**src/rtl/ext_bus_pkg.sv**
```systemverilog
package ext_bus_pkg;
    typedef enum logic [1:0] {
        ST_IDLE   = 2'd0,
        ST_ACCESS = 2'd1,
        ST_GRANT  = 2'd2
    } arb_state_t;

    typedef enum logic [1:0] {
        SP_PM   = 2'd0,
        SP_DM   = 2'd1,
        SP_BOOT = 2'd2
    } space_t;
endpackage

```
**src/rtl/ebus_prio_pick.sv**
```systemverilog
module ebus_prio_pick
    import ext_bus_pkg::*;
(
    input  logic   pm_req,
    input  logic   dm_req,
    input  logic   boot_req,
    output logic   any_req,
    output space_t pick
);
    // fixed order: data, then program, then boot
    always_comb begin
        any_req = pm_req | dm_req | boot_req;
        if (dm_req)      pick = SP_DM;
        else if (pm_req) pick = SP_PM;
        else             pick = SP_BOOT;
    end
endmodule

```
**src/rtl/ebus_wait_cnt.sv**
```systemverilog
module ebus_wait_cnt #(
    parameter int WAIT_W = 3
) (
    input  logic              clk,
    input  logic              rst_n,
    input  logic              load,
    input  logic [WAIT_W-1:0] load_val,
    input  logic              run,
    output logic              at_zero
);
    logic [WAIT_W-1:0] cnt_q;

    always_ff @(posedge clk or negedge rst_n) begin
        if (!rst_n)                     cnt_q <= '0;
        else if (load)                  cnt_q <= load_val;
        else if (run && cnt_q != '0)    cnt_q <= cnt_q - 1'b1;
    end

    assign at_zero = (cnt_q == '0);
endmodule

```
**src/rtl/ext_bus_arbiter.sv**
```systemverilog
module ext_bus_arbiter
    import ext_bus_pkg::*;
#(
    parameter int ADDR_W = 14,
    parameter int WAIT_W = 3
) (
    input  logic              clk,
    input  logic              rst_n,
    input  logic              pm_req,
    input  logic [ADDR_W-1:0] pm_addr,
    input  logic              dm_req,
    input  logic [ADDR_W-1:0] dm_addr,
    input  logic              boot_req,
    input  logic [ADDR_W-1:0] boot_addr,
    input  logic [WAIT_W-1:0] pm_wait,
    input  logic [WAIT_W-1:0] dm_wait,
    input  logic [WAIT_W-1:0] boot_wait,
    input  logic              go_mode,
    input  logic              bus_req,
    output logic [ADDR_W-1:0] ext_addr,
    output logic              addr_oe,
    output logic              sel_pm,
    output logic              sel_dm,
    output logic              sel_boot,
    output logic              bus_grant,
    output logic              pm_stall,
    output logic              dm_stall,
    output logic              boot_stall,
    output logic              core_halt
);
    arb_state_t        state_q, state_d;
    space_t            space_q, pick;
    logic [ADDR_W-1:0] addr_q, addr_pick;
    logic [WAIT_W-1:0] wait_pick;
    logic              any_req, start, cnt_zero, in_access, final_cyc;

    ebus_prio_pick u_pick (
        .pm_req   (pm_req),
        .dm_req   (dm_req),
        .boot_req (boot_req),
        .any_req  (any_req),
        .pick     (pick)
    );

    always_comb begin
        unique case (pick)
            SP_PM:   begin wait_pick = pm_wait;   addr_pick = pm_addr;   end
            SP_DM:   begin wait_pick = dm_wait;   addr_pick = dm_addr;   end
            SP_BOOT: begin wait_pick = boot_wait; addr_pick = boot_addr; end
            default: begin wait_pick = '0;        addr_pick = '0;        end
        endcase
    end

    ebus_wait_cnt #(.WAIT_W(WAIT_W)) u_wait (
        .clk      (clk),
        .rst_n    (rst_n),
        .load     (start),
        .load_val (wait_pick),
        .run      (in_access),
        .at_zero  (cnt_zero)
    );

    assign in_access = (state_q == ST_ACCESS);
    assign final_cyc = in_access && cnt_zero;

    // next-state selection
    always_comb begin
        state_d = state_q;
        start   = 1'b0;
        unique case (state_q)
            ST_IDLE: begin
                if (bus_req)      state_d = ST_GRANT;
                else if (any_req) begin
                    state_d = ST_ACCESS;
                    start   = 1'b1;
                end
            end
            ST_ACCESS: if (cnt_zero) state_d = ST_IDLE;
            ST_GRANT:  if (!bus_req) state_d = ST_IDLE;
            default:   state_d = ST_IDLE;
        endcase
    end

    // state register and latched access
    always_ff @(posedge clk or negedge rst_n) begin
        if (!rst_n) begin
            state_q <= ST_IDLE;
            space_q <= SP_PM;
            addr_q  <= '0;
        end else begin
            state_q <= state_d;
            if (start) begin
                space_q <= pick;
                addr_q  <= addr_pick;
            end
        end
    end

    // outputs
    always_comb begin
        sel_pm     = in_access && (space_q == SP_PM);
        sel_dm     = in_access && (space_q == SP_DM);
        sel_boot   = in_access && (space_q == SP_BOOT);
        ext_addr   = in_access ? addr_q : '0;
        bus_grant  = (state_q == ST_GRANT);
        addr_oe    = (state_q != ST_GRANT);
        core_halt  = (state_q == ST_GRANT) && !go_mode;
        pm_stall   = pm_req   && !(final_cyc && space_q == SP_PM);
        dm_stall   = dm_req   && !(final_cyc && space_q == SP_DM);
        boot_stall = boot_req && !(final_cyc && space_q == SP_BOOT);
    end


    a_r1_one_select: assert property (@(posedge clk) disable iff (!rst_n)
        $onehot0({sel_pm, sel_dm, sel_boot}));
    // select and address held until the final cycle
    a_r2_held: assert property (@(posedge clk) disable iff (!rst_n)
        (in_access && !cnt_zero) |=> ($stable({sel_pm, sel_dm, sel_boot}) && $stable(ext_addr)));
    // final cycle ends the select
    a_r3_release: assert property (@(posedge clk) disable iff (!rst_n)
        (sel_pm && pm_req && !pm_stall) |=> !sel_pm);

    a_r6_grant_after_free: assert property (@(posedge clk) disable iff (!rst_n)
        $rose(bus_grant) |-> $past(!(sel_pm || sel_dm || sel_boot) && bus_req));

    a_r7_bus_released: assert property (@(posedge clk) disable iff (!rst_n)
        bus_grant |-> (!addr_oe && !sel_pm && !sel_dm && !sel_boot && ext_addr == '0));

    a_r8_halt_only_granted: assert property (@(posedge clk) disable iff (!rst_n)
        core_halt |-> (bus_grant && !go_mode));

    a_r9_go_stall: assert property (@(posedge clk) disable iff (!rst_n)
        (bus_grant && pm_req) |-> pm_stall);

    a_r10_grant_drop: assert property (@(posedge clk) disable iff (!rst_n)
        (bus_grant && !bus_req) |=> !bus_grant);
endmodule

```
**config.mk**
```make
export PLATFORM = sky130hd
export DESIGN_NAME = ext_bus_arbiter
export DESIGN_NICKNAME = d
export VERILOG_FILES = /design/src/rtl/ext_bus_pkg.sv /design/src/rtl/ebus_prio_pick.sv /design/src/rtl/ebus_wait_cnt.sv /design/src/rtl/ext_bus_arbiter.sv
export SDC_FILE = /design/constraint.sdc
export NUM_CORES = 1
export LEC_CHECK = 0
export ABC_CLOCK_PERIOD_IN_PS = 2500
export CAP_MARGIN = 5
export CORE_MARGIN = 5
export CORE_UTILIZATION = 41
export DETAILED_ROUTE_END_ITERATION = 10
export PLACE_DENSITY = 0.86
export SLEW_MARGIN = 10
export SYNTH_ARGS = -nofsm -noshare
export SYNTH_HDL_FRONTEND = slang
export SYNTH_SLANG_ARGS = --single-unit
```
**constraint.sdc**
```tcl
create_clock -name clk -period 2.5 [get_ports clk]
set_input_delay 0.375 -clock clk [delete_from_list [all_inputs] [get_ports clk]]
set_output_delay 0.375 -clock clk [all_outputs]
set_load 0.05 [all_outputs]
```
==> run_results.csv, run 1 <==
group,metric,value,unit
power,p_int,1.19,mW
setup_path,crit_type,"reg -> out",
grt,grt_usage,15.8,%
cells_and_area,nets,297,
synth,yosysMostFrequentCell,"dfrtp_1",
timing,clock_skew,0.983,ps
placed_design,hpwl,3.00,mm
cts,cts.sinks,21,
synth,ys_ff_latch,21,
floorplan,die_y,68.4,um
floorplan,dieArea,0.00468,sq mm
setup_path,cp.required,2120,ps
synth,synth_edf_count,0,
outcome,status,"finished, final reports clean",
synth,yosys_most_used_dff,"dfrtp_1",
placed_design,dpl.cell_count,278,
cts,clk_pin_slew_worst_paths,120,ps
timing,maxSlewHeadroom,63.9,%
cells_and_area,drive_gt1_share,17.8,%
synth,ys_seq_area_share,37.5,%
grt,grt_util_met2,27.5,%
timing,slew_violations,0,
floorplan,rows,21,
drt,drt-initial-drc-count,34,
setup_path,r2r_slack,840,ps
power,p_sw,954,uW
setup_path,endpoint_kind,"primary output",
drt,wl_per_cell,13.4,um
timing,timing.fmax,422,MHz
synth,yosysUniqueCellTypes,26,
drt,ant_nets,0,
setup_path,r2r-start,"state_q[1]",
grt,grt_pass1_vias,1222,
cts,numCtsBuffers,3,
power,leakagePower,1.09,nW
grt,grt-ovfl-total,0,
power,p_clk_share,7.9,%
timing,layout_min_cycle_time,2370,ps
timing,period_share,94.9,%
synth,yosysTopAreaCell,"dfrtp_1",
cts,cts-root-buf,"clkbuf_4",
timing,hold_viol,0,
timing,worst_pin_slew,541,ps
cells_and_area,insertedDiodeCount,0,
cts,cts_buffer_depth,2,
setup_path,startpoint_type,"flop",
synth,synth_fp_nets,218,
cts,postCtsHoldBufs,0,
grt,grt_max_degree,38,
grt,grt_pass1_wl,5.56,mm
power,vdd_ir_drop_max,0.369,mV
drt,vias,1353,
power,seqPwrFrac,28.7,%
synth,syn-instance-count,158,
synth,yosysTopAreaCellShare,37.5,%
drt,vias_per_cell,4.80,
cts,clkLatencyLatePin,310,ps
grt,gr-usage-met3,1.48,%
setup_path,rr_worst_depth,3,
synth,yosysWarnings,0,
setup_path,critPathMaxFanout,4,
floorplan,fp.dieW,68.4,um
timing,rsz0062_at_grt,"false",
grt,met1_usage,20.1,%
power,p_per_area,884,mW/mm^2
grt,antenna_found_initial,0,
cells_and_area,layout.cells.non_filler,282,
drt,route.detailed.drc,0,
floorplan,core_area,0.00331,sq mm
flow_run,drv_cap,0,
synth,mappedNetlistArea,0.00140,sq mm
grt,top_usage_layer,"met2",
synth,ys_async_sr_fraction,100,%
cts,cts_tree,"yes",
power,p_comb_share,63.5,%
setup_path,r2r-end,"u_wait.cnt_q[2]",
synth,ys_top_cells_by_count,"dfrtp_1, mux2i_1, nor2_1",
placed_design,gp_congestion,0.817,
drt,wirelength,3.77,mm
timing,fin_setup_tns,0,ps
drt,firstDrtPassIters,4,
floorplan,initial_core_util,42.3,%
floorplan,ioPinCount,81,
hold_path,min_path_type,"in -> async",
setup_path,arrival,2000,ps
synth,synth_area_leaders,"dfrtp_1, mux2i_1, a21oi_1",
power,p_sw_share,44.5,%
cts,h-tree-depth,1,
cells_and_area,flow.area_growth_from_synthesis,73.2,%
timing,finalSetupViolations,0,
placed_design,io_buffers,80,
synth,syn_area_per_cell,8.86,sq um
## final cells by class
cell class,instances,area [sq um]
clock buffer,4,26.3
inverter,3,11.3
fill,261,886
tap,46,57.6
multi-input combinational,123,803
sequential,21,526
timing repair buffer,85,1000
## state kept, by name (all words and copies together), names as in the netlist
name / flops
u_wait.cnt_q: 3
addr_q: 14
space_q: 2
state_q: 2
## logic make-up (layout without fill, tap and decap cells)
family	Yosys count	count (layout)	share of synthesized area, %
buf+inv	14	92	6.52
fa+ha+maj	2	2	1.79
xor+xnor	1	1	0.626
simple gates	62	62	21.5
mux	20	20	14.7
flops	21	21	37.5
compound gates	38	38	17.3
## cells in the final DEF, fill, tap and decap left out, types with 6 or more instances in the layout
| cell type | Yosys | layout |
|---|---|---|
| a21oi_1 | 18 | 18 |
| and2_1 | 14 | 14 |
| buf_12 | 0 | 16 |
| buf_4 | 2 | 6 |
| clkdlybuf4s50_1 | 0 | 61 |
| dfrtp_1 | 21 | 21 |
| mux2i_1 | 19 | 19 |
| nand2_1 | 17 | 17 |
| nor2_1 | 19 | 18 |
| o21ai_2 | 10 | 10 |
## per-stage QoR
stage                     util (%)  cell area (sq um)  total power, mW  hold slack [ps]  setup slack (ps)
final                         73.2               2420             2.14              388               128
after global routing          73.2               2420             2.26              414              42.1
after CTS                     73.1               2420             2.15              396              13.1
after detailed placement      72.3               2390             1.98              462               408
after global placement        72.3               2390             1.94              453               434
after floorplan                  -               1420             1.43             79.4               110
## worst max-delay path by stage
| stage | start | endpoint |
|---|---|---|
| after global placement | pm_req | pm_stall |
| after detailed placement | pm_req | pm_stall |
| final | state_q[1] | sel_pm |
| after CTS | state_q[1] | sel_dm |
| after floorplan | state_q[1] | boot_stall |
| after global routing | state_q[1] | sel_pm |
## critical path: stages (launching register included)
cell             delay (ps)
dfrtp_1                 420
nand2b_1                250
nor3_2                  170
clkdlybuf4s50_1         840
## metal layers
layer,vias up,share of wire (%)
met3,7,6.3
met5,-,0
li1,697,-
met2,50,51
met1,599,40
met4,0,2.3
## power groups by stage
stage                     clock network, mW  logic, mW  registers (mW)
final                                 0.169       1.36           0.614
after CTS                             0.168       1.37           0.614
after global placement                    0       1.34           0.606
after global routing                  0.183       1.45           0.636
after floorplan                           0      0.845           0.585
after detailed placement                  0       1.36           0.621
## what timing repair did
action	CTS	global route
resized for setup	0	2
hold endpoints to repair	0	0
endpoints found under the setup margin	0	2
setup buffers	0	0
Power figures use the tool's default switching activity.
==> inputs of run 2 (changes only) <==
Settings changed: CELL_PAD_IN_SITES_DETAIL_PLACEMENT set to 0, CELL_PAD_IN_SITES_GLOBAL_PLACEMENT set to 1, CORE_UTILIZATION 41 to 29, PLACE_DENSITY 0.86 to not set, PLACE_DENSITY_LB_ADDON set to 0.1.
==> run 2 against run 1 <==
  * Maximum frequency fell by 0.79%
  * Sequential power decreased by 2%
  * Non-clock buffer count increased by 1
  * Die area grew 35%
  * Via count up 0.96%
  * Clock-buffer cell count decreased by 1
  * Combinational power is essentially flat
  * Hold slack better by 75 ps
  * Largest cell class unchanged
  * Largest power group unchanged
  * Highest routed layer unchanged
==> run_results.csv, run 2 (synthesized netlist as in run 1, its figures left out) <==
group,metric,value,unit
drt,ant_nets,0,
setup_path,crit_end,"sel_dm",
timing,clock_skew,3.24,ps
power,p_int,1.24,mW
cells_and_area,flow.area_growth_from_synthesis,75.5,%
cells_and_area,insertedDiodeCount,0,
setup_path,cp.required,2120,ps
grt,grt_usage,13.2,%
grt,grt_pass1_vias,1509,
power,vdd_ir_drop_max,0.340,mV
cts,h-tree-depth,1,
setup_path,critPathMaxFanout,4,
grt,antenna_found_initial,0,
setup_path,cp_cell_sequence,"nand2b_1 > nor3b_2 > clkdlybuf4s50_1",
setup_path,cpMaxStageDelayCell,"clkdlybuf4s50_1",
drt,firstDrtPassIters,4,
cells_and_area,layout_commonest_cell,"clkdlybuf4s50_1",
timing,timing.fmax,418,MHz
floorplan,die_y,79.5,um
cts,numCtsBuffers,3,
cells_and_area,final_cell_mix,"clkdlybuf4s50_1, dfrtp_1, mux2i_1, nor2_1, a21oi_1",
power,p_comb_share,62.2,%
placed_design,hpwl,3.20,mm
setup_path,setup.worst_path.start,"state_q[1]",
cells_and_area,nets,298,
setup_path,crit_family,"buffers and inverters",
placed_design,placed_area,0.00241,sq mm
floorplan,initial_core_util,29.8,%
timing,layout_min_cycle_time,2390,ps
grt,grt_max_degree,38,
drt,wirelength,3.97,mm
cts,cts.sinks,21,
power,p_clk_share,10.4,%
cells_and_area,post-route-cell-area,0.00246,sq mm
timing,finalSetupViolations,0,
cts,postCtsSetupBuffers,0,
power,seqPwrFrac,27.4,%
setup_path,r2r-end,"addr_q[6]",
timing,hold_viol,0,
cells_and_area,regMostFlops,"addr_q",
timing,rsz0062_at_grt,"false",
cts,clkLatencyLatePin,260,ps
floorplan,rows,25,
setup_path,r2r_slack,880,ps
floorplan,core_area,0.00469,sq mm
floorplan,dieArea,0.00632,sq mm
setup_path,cp.depth,3,
power,p_sw,945,uW
floorplan,fp.dieW,79.5,um
grt,grt_pass1_wl,6.70,mm
cells_and_area,largest_reg_flops,14,
cells_and_area,drive_gt1_share,18.6,%
drt,drt-initial-drc-count,30,
grt,grt-ovfl-total,0,
outcome,status,"finished, final reports clean",
cts,postCtsHoldBufs,0,
cts,clk_pin_slew_worst_paths,80,ps
hold_path,min_path_type,"in -> async",
timing,worst_pin_slew,502,ps
placed_design,dpl.cell_count,287,
timing,slew_violations,0,
timing,maxSlewHeadroom,66.4,%
cells_and_area,largest_registers,"addr_q: 14 flops, u_wait.cnt_q: 3 flops",
cts,cts_tree,"yes",
cts,cts_resized,0,
setup_path,crit_type,"reg -> out",
drt,vias,1366,
timing,period_share,95.6,%
setup_path,startpoint_type,"flop",
power,p_per_area,890,mW/mm^2
setup_path,endpoint_kind,"primary output",
setup_path,critPathBufInv,1,
timing,fin_setup_tns,0,ps
setup_path,r2r-start,"state_q[1]",
drt,route.detailed.drc,0,
setup_path,max_stage_delay,840,ps
cts,cts-root-buf,"clkbuf_8",
power,p_sw_share,43.2,%
cells_and_area,layout.cells.non_filler,291,
cts,cts_buffer_depth,2,
drt,wl_per_cell,13.6,um
drt,vias_per_cell,4.69,
placed_design,gp_congestion,0.738,
placed_design,io_buffers,80,
setup_path,arrival,2020,ps
floorplan,ioPinCount,81,
setup_path,rr_worst_depth,4,
cells_and_area,utilization,52.4,%
flow_run,drv_cap,0,
power,leakagePower,1.07,nW
[run 2: changes by cell type in the layout (fill, tap and decap cells not counted)]
cell             change
dlymetal6s2s_1       -2
clkinv_2             +1
buf_4                +1
clkbuf_1             -1
clkbuf_8             +3
clkdlybuf4s50_1      +2
clkbuf_4             -3
[run 2: routing by layer]
metal	track usage [%]	part of all wire, %	routed length [um]
met3	2.82	8.4	332
met4	5.15	0.86	34
met1	13.6	37	1470
met5	0	0	0
met2	25.6	54	2140
[run 2: how the worst min path moves through the flow]
stage	endpoint	slack, ps	cells after the start
2_1_floorplan	addr_q[0]	80	0
3_3_place_gp	addr_q[3]	450	2
3_5_place_dp	addr_q[3]	460	2
4_1_cts	addr_q[1]	470	2
5_1_grt	addr_q[1]	490	2
6_report	addr_q[1]	460	2
[run 2: layout make-up]
cell class,count,area (sq um)
multi-input combinational,123,803
sequential,21,526
fill,451,2230
clock buffer,3,41.3
inverter,3,11.3
timing repair buffer,86,1000
tap,54,67.6
clock inverter,1,5.00
[run 2: power by group through the flow]
stage	Combinational (mW)	Sequential, mW	Clock (mW)
2_1_floorplan	0.845	0.585	0
3_3_place_gp	1.35	0.600	0
3_5_place_dp	1.38	0.611	0
4_1_cts	1.38	0.603	0.244
5_1_grt	1.46	0.625	0.249
6_report	1.36	0.599	0.227
[run 2: through the flow]
stage	setup WS (ps)	hold WS, ps	total power, mW
after floorplan	110	79.4	1.43
after global placement	431	452	1.95
after detailed placement	382	457	1.99
after CTS	76.9	468	2.23
after global routing	27.6	490	2.34
final	109	463	2.19
==> inputs of run 3 (changes only) <==
Settings changed: REMOVE_ABC_BUFFERS set to 1.
==> run 3 against run 2 <==
  * Sequential share of layout area increased by 0.066 points
  * Worst setup slack improved by 110 ps
  * Core utilization shrank 0.16 points
==> run_results.csv, run 3 (synthesized netlist as in run 1, its figures left out) <==
group,metric,value,unit
timing,maxSlewHeadroom,65.6,%
setup_path,crit_type,"reg -> out",
setup_path,cpMaxStageDelayCell,"clkdlybuf4s50_1",
timing,layout_min_cycle_time,2280,ps
timing,fin_setup_tns,0,ps
cells_and_area,regArea,526,sq um
grt,grt_pass1_wl,6.62,mm
hold_path,min_path_type,"in -> async",
cells_and_area,layout_commonest_cell,"clkdlybuf4s50_1",
outcome,status,"finished, final reports clean",
cts,cts.sinks,21,
setup_path,r2r_slack,880,ps
placed_design,dpl.cell_count,288,
floorplan,ioPinCount,81,
cells_and_area,layout.cells.non_filler,292,
placed_design,io_buffers,80,
floorplan,initial_core_util,29.8,%
setup_path,endpoint_kind,"primary output",
setup_path,r2r-start,"state_q[1]",
cells_and_area,regMostFlops,"addr_q",
cts,postCtsHoldBufs,0,
flow_run,drv_cap,0,
setup_path,rr_worst_depth,4,
grt,grt_pass1_vias,1431,
drt,vias_per_cell,4.53,
cells_and_area,insertedDiodeCount,0,
timing,finalSetupViolations,0,
grt,grt-ovfl-total,0,
cells_and_area,drive_gt1_share,16.8,%
drt,drt-initial-drc-count,62,
drt,vias,1323,
timing,slew_violations,0,
setup_path,max_stage_delay,850,ps
timing,worst_pin_slew,516,ps
setup_path,critPathMaxFanout,4,
grt,antenna_found_initial,0,
cts,clk_pin_slew_worst_paths,70,ps
cells_and_area,multi_input_area,783,sq um
setup_path,startpoint_type,"flop",
cts,cts-root-buf,"clkbuf_8",
drt,route.detailed.drc,0,
grt,grt_max_degree,27,
timing,timing.fmax,439,MHz
setup_path,setup.worst_path.start,"state_q[1]",
floorplan,rows,25,
cells_and_area,fillers,451,
power,p_per_area,883,mW/mm^2
cells_and_area,final_cell_mix,"clkdlybuf4s50_1, dfrtp_1, nor2_1, mux2i_1, a21oi_1",
cts,h-tree-depth,1,
placed_design,hpwl,3.26,mm
power,vdd_ir_drop_max,0.403,mV
power,leakagePower,1.11,nW
timing,hold_viol,0,
floorplan,dieArea,0.00632,sq mm
setup_path,cp_cell_sequence,"nand2b_1 > nor3_1 > clkdlybuf4s50_1",
timing,rsz0062_at_grt,"false",
grt,grt_usage,13.3,%
cts,cts_buffer_depth,2,
setup_path,critPathBufInv,1,
cells_and_area,largest_registers,"addr_q: 14 flops, u_wait.cnt_q: 3 flops",
setup_path,cp.required,2120,ps
floorplan,die_y,79.5,um
setup_path,arrival,1900,ps
cells_and_area,nets,299,
cells_and_area,largest_reg_flops,14,
drt,wirelength,3.97,mm
setup_path,r2r-end,"addr_q[9]",
floorplan,fp.dieW,79.5,um
cells_and_area,flow.area_growth_from_synthesis,75.0,%
floorplan,core_area,0.00469,sq mm
setup_path,crit_family,"buffers and inverters",
drt,firstDrtPassIters,4,
cts,cts_tree,"yes",
drt,ant_nets,0,
cts,numCtsBuffers,3,
cts,clkLatencyLatePin,250,ps
placed_design,gp_congestion,0.725,
timing,period_share,91.1,%
drt,wl_per_cell,13.6,um
timing,clock_skew,1.45,ps
-- run 3: cell type report --
class                      count  share of cell area, %
clock buffer                   3                   1.69
tap                           54                   2.76
timing repair buffer          87                   41.5
sequential                    21                   21.5
clock inverter                 1                  0.204
multi-input combinational    123                   32.0
inverter                       3                  0.460
-- run 3: power breakdown --
part           total, mW  switching, mW  internal (mW)
clock network      0.218          0.107          0.111
registers          0.604         0.0962          0.507
logic               1.34          0.725          0.617
-- run 3: per-layer routing --
| layer | GRT usage (%) | vias up | share of wire [%] |
|---|---|---|---|
| met5 | 0 | - | 0 |
| met4 | 3.61 | 0 | 0.68 |
| met3 | 2.93 | 2 | 5.9 |
| met2 | 23.0 | 40 | 51 |
| met1 | 16.4 | 586 | 42 |
| li1 | - | 695 | - |
-- run 3: how the worst max path moves through the flow --
stage	to	slack, ps	cells past startpoint
finish	sel_pm	220	3
detailed placement	sel_dm	340	3
global placement	addr_q[5]	390	6
floorplan	boot_stall	-560	3
global route	sel_pm	110	3
CTS	sel_dm	40	3
-- run 3: through the flow --
step	power (mW)	setup WS [ps]	hold WS (ps)	util [%]	area [sq um]
finish	2.16	222	464	52.2	2450
global route	2.33	113	481	52.2	2450
CTS	2.19	42.0	471	52.1	2440
detailed placement	1.97	338	458	51.1	2400
global placement	1.94	392	454	51.1	2400
floorplan	1.36	-564	79.4	-	1320
-- run 3: timing repair --
item,in CTS,in global routing
resized for setup,0,2
setup endpoints to repair,0,2
buffers inserted,0,0
-- run 3: worst register-to-register path, stage by stage, from the launching register on --
cell,delay (ps)
dfrtp_1,410
or4_4,700
buf_4,260
nand2_1,90
o21ai_2,50
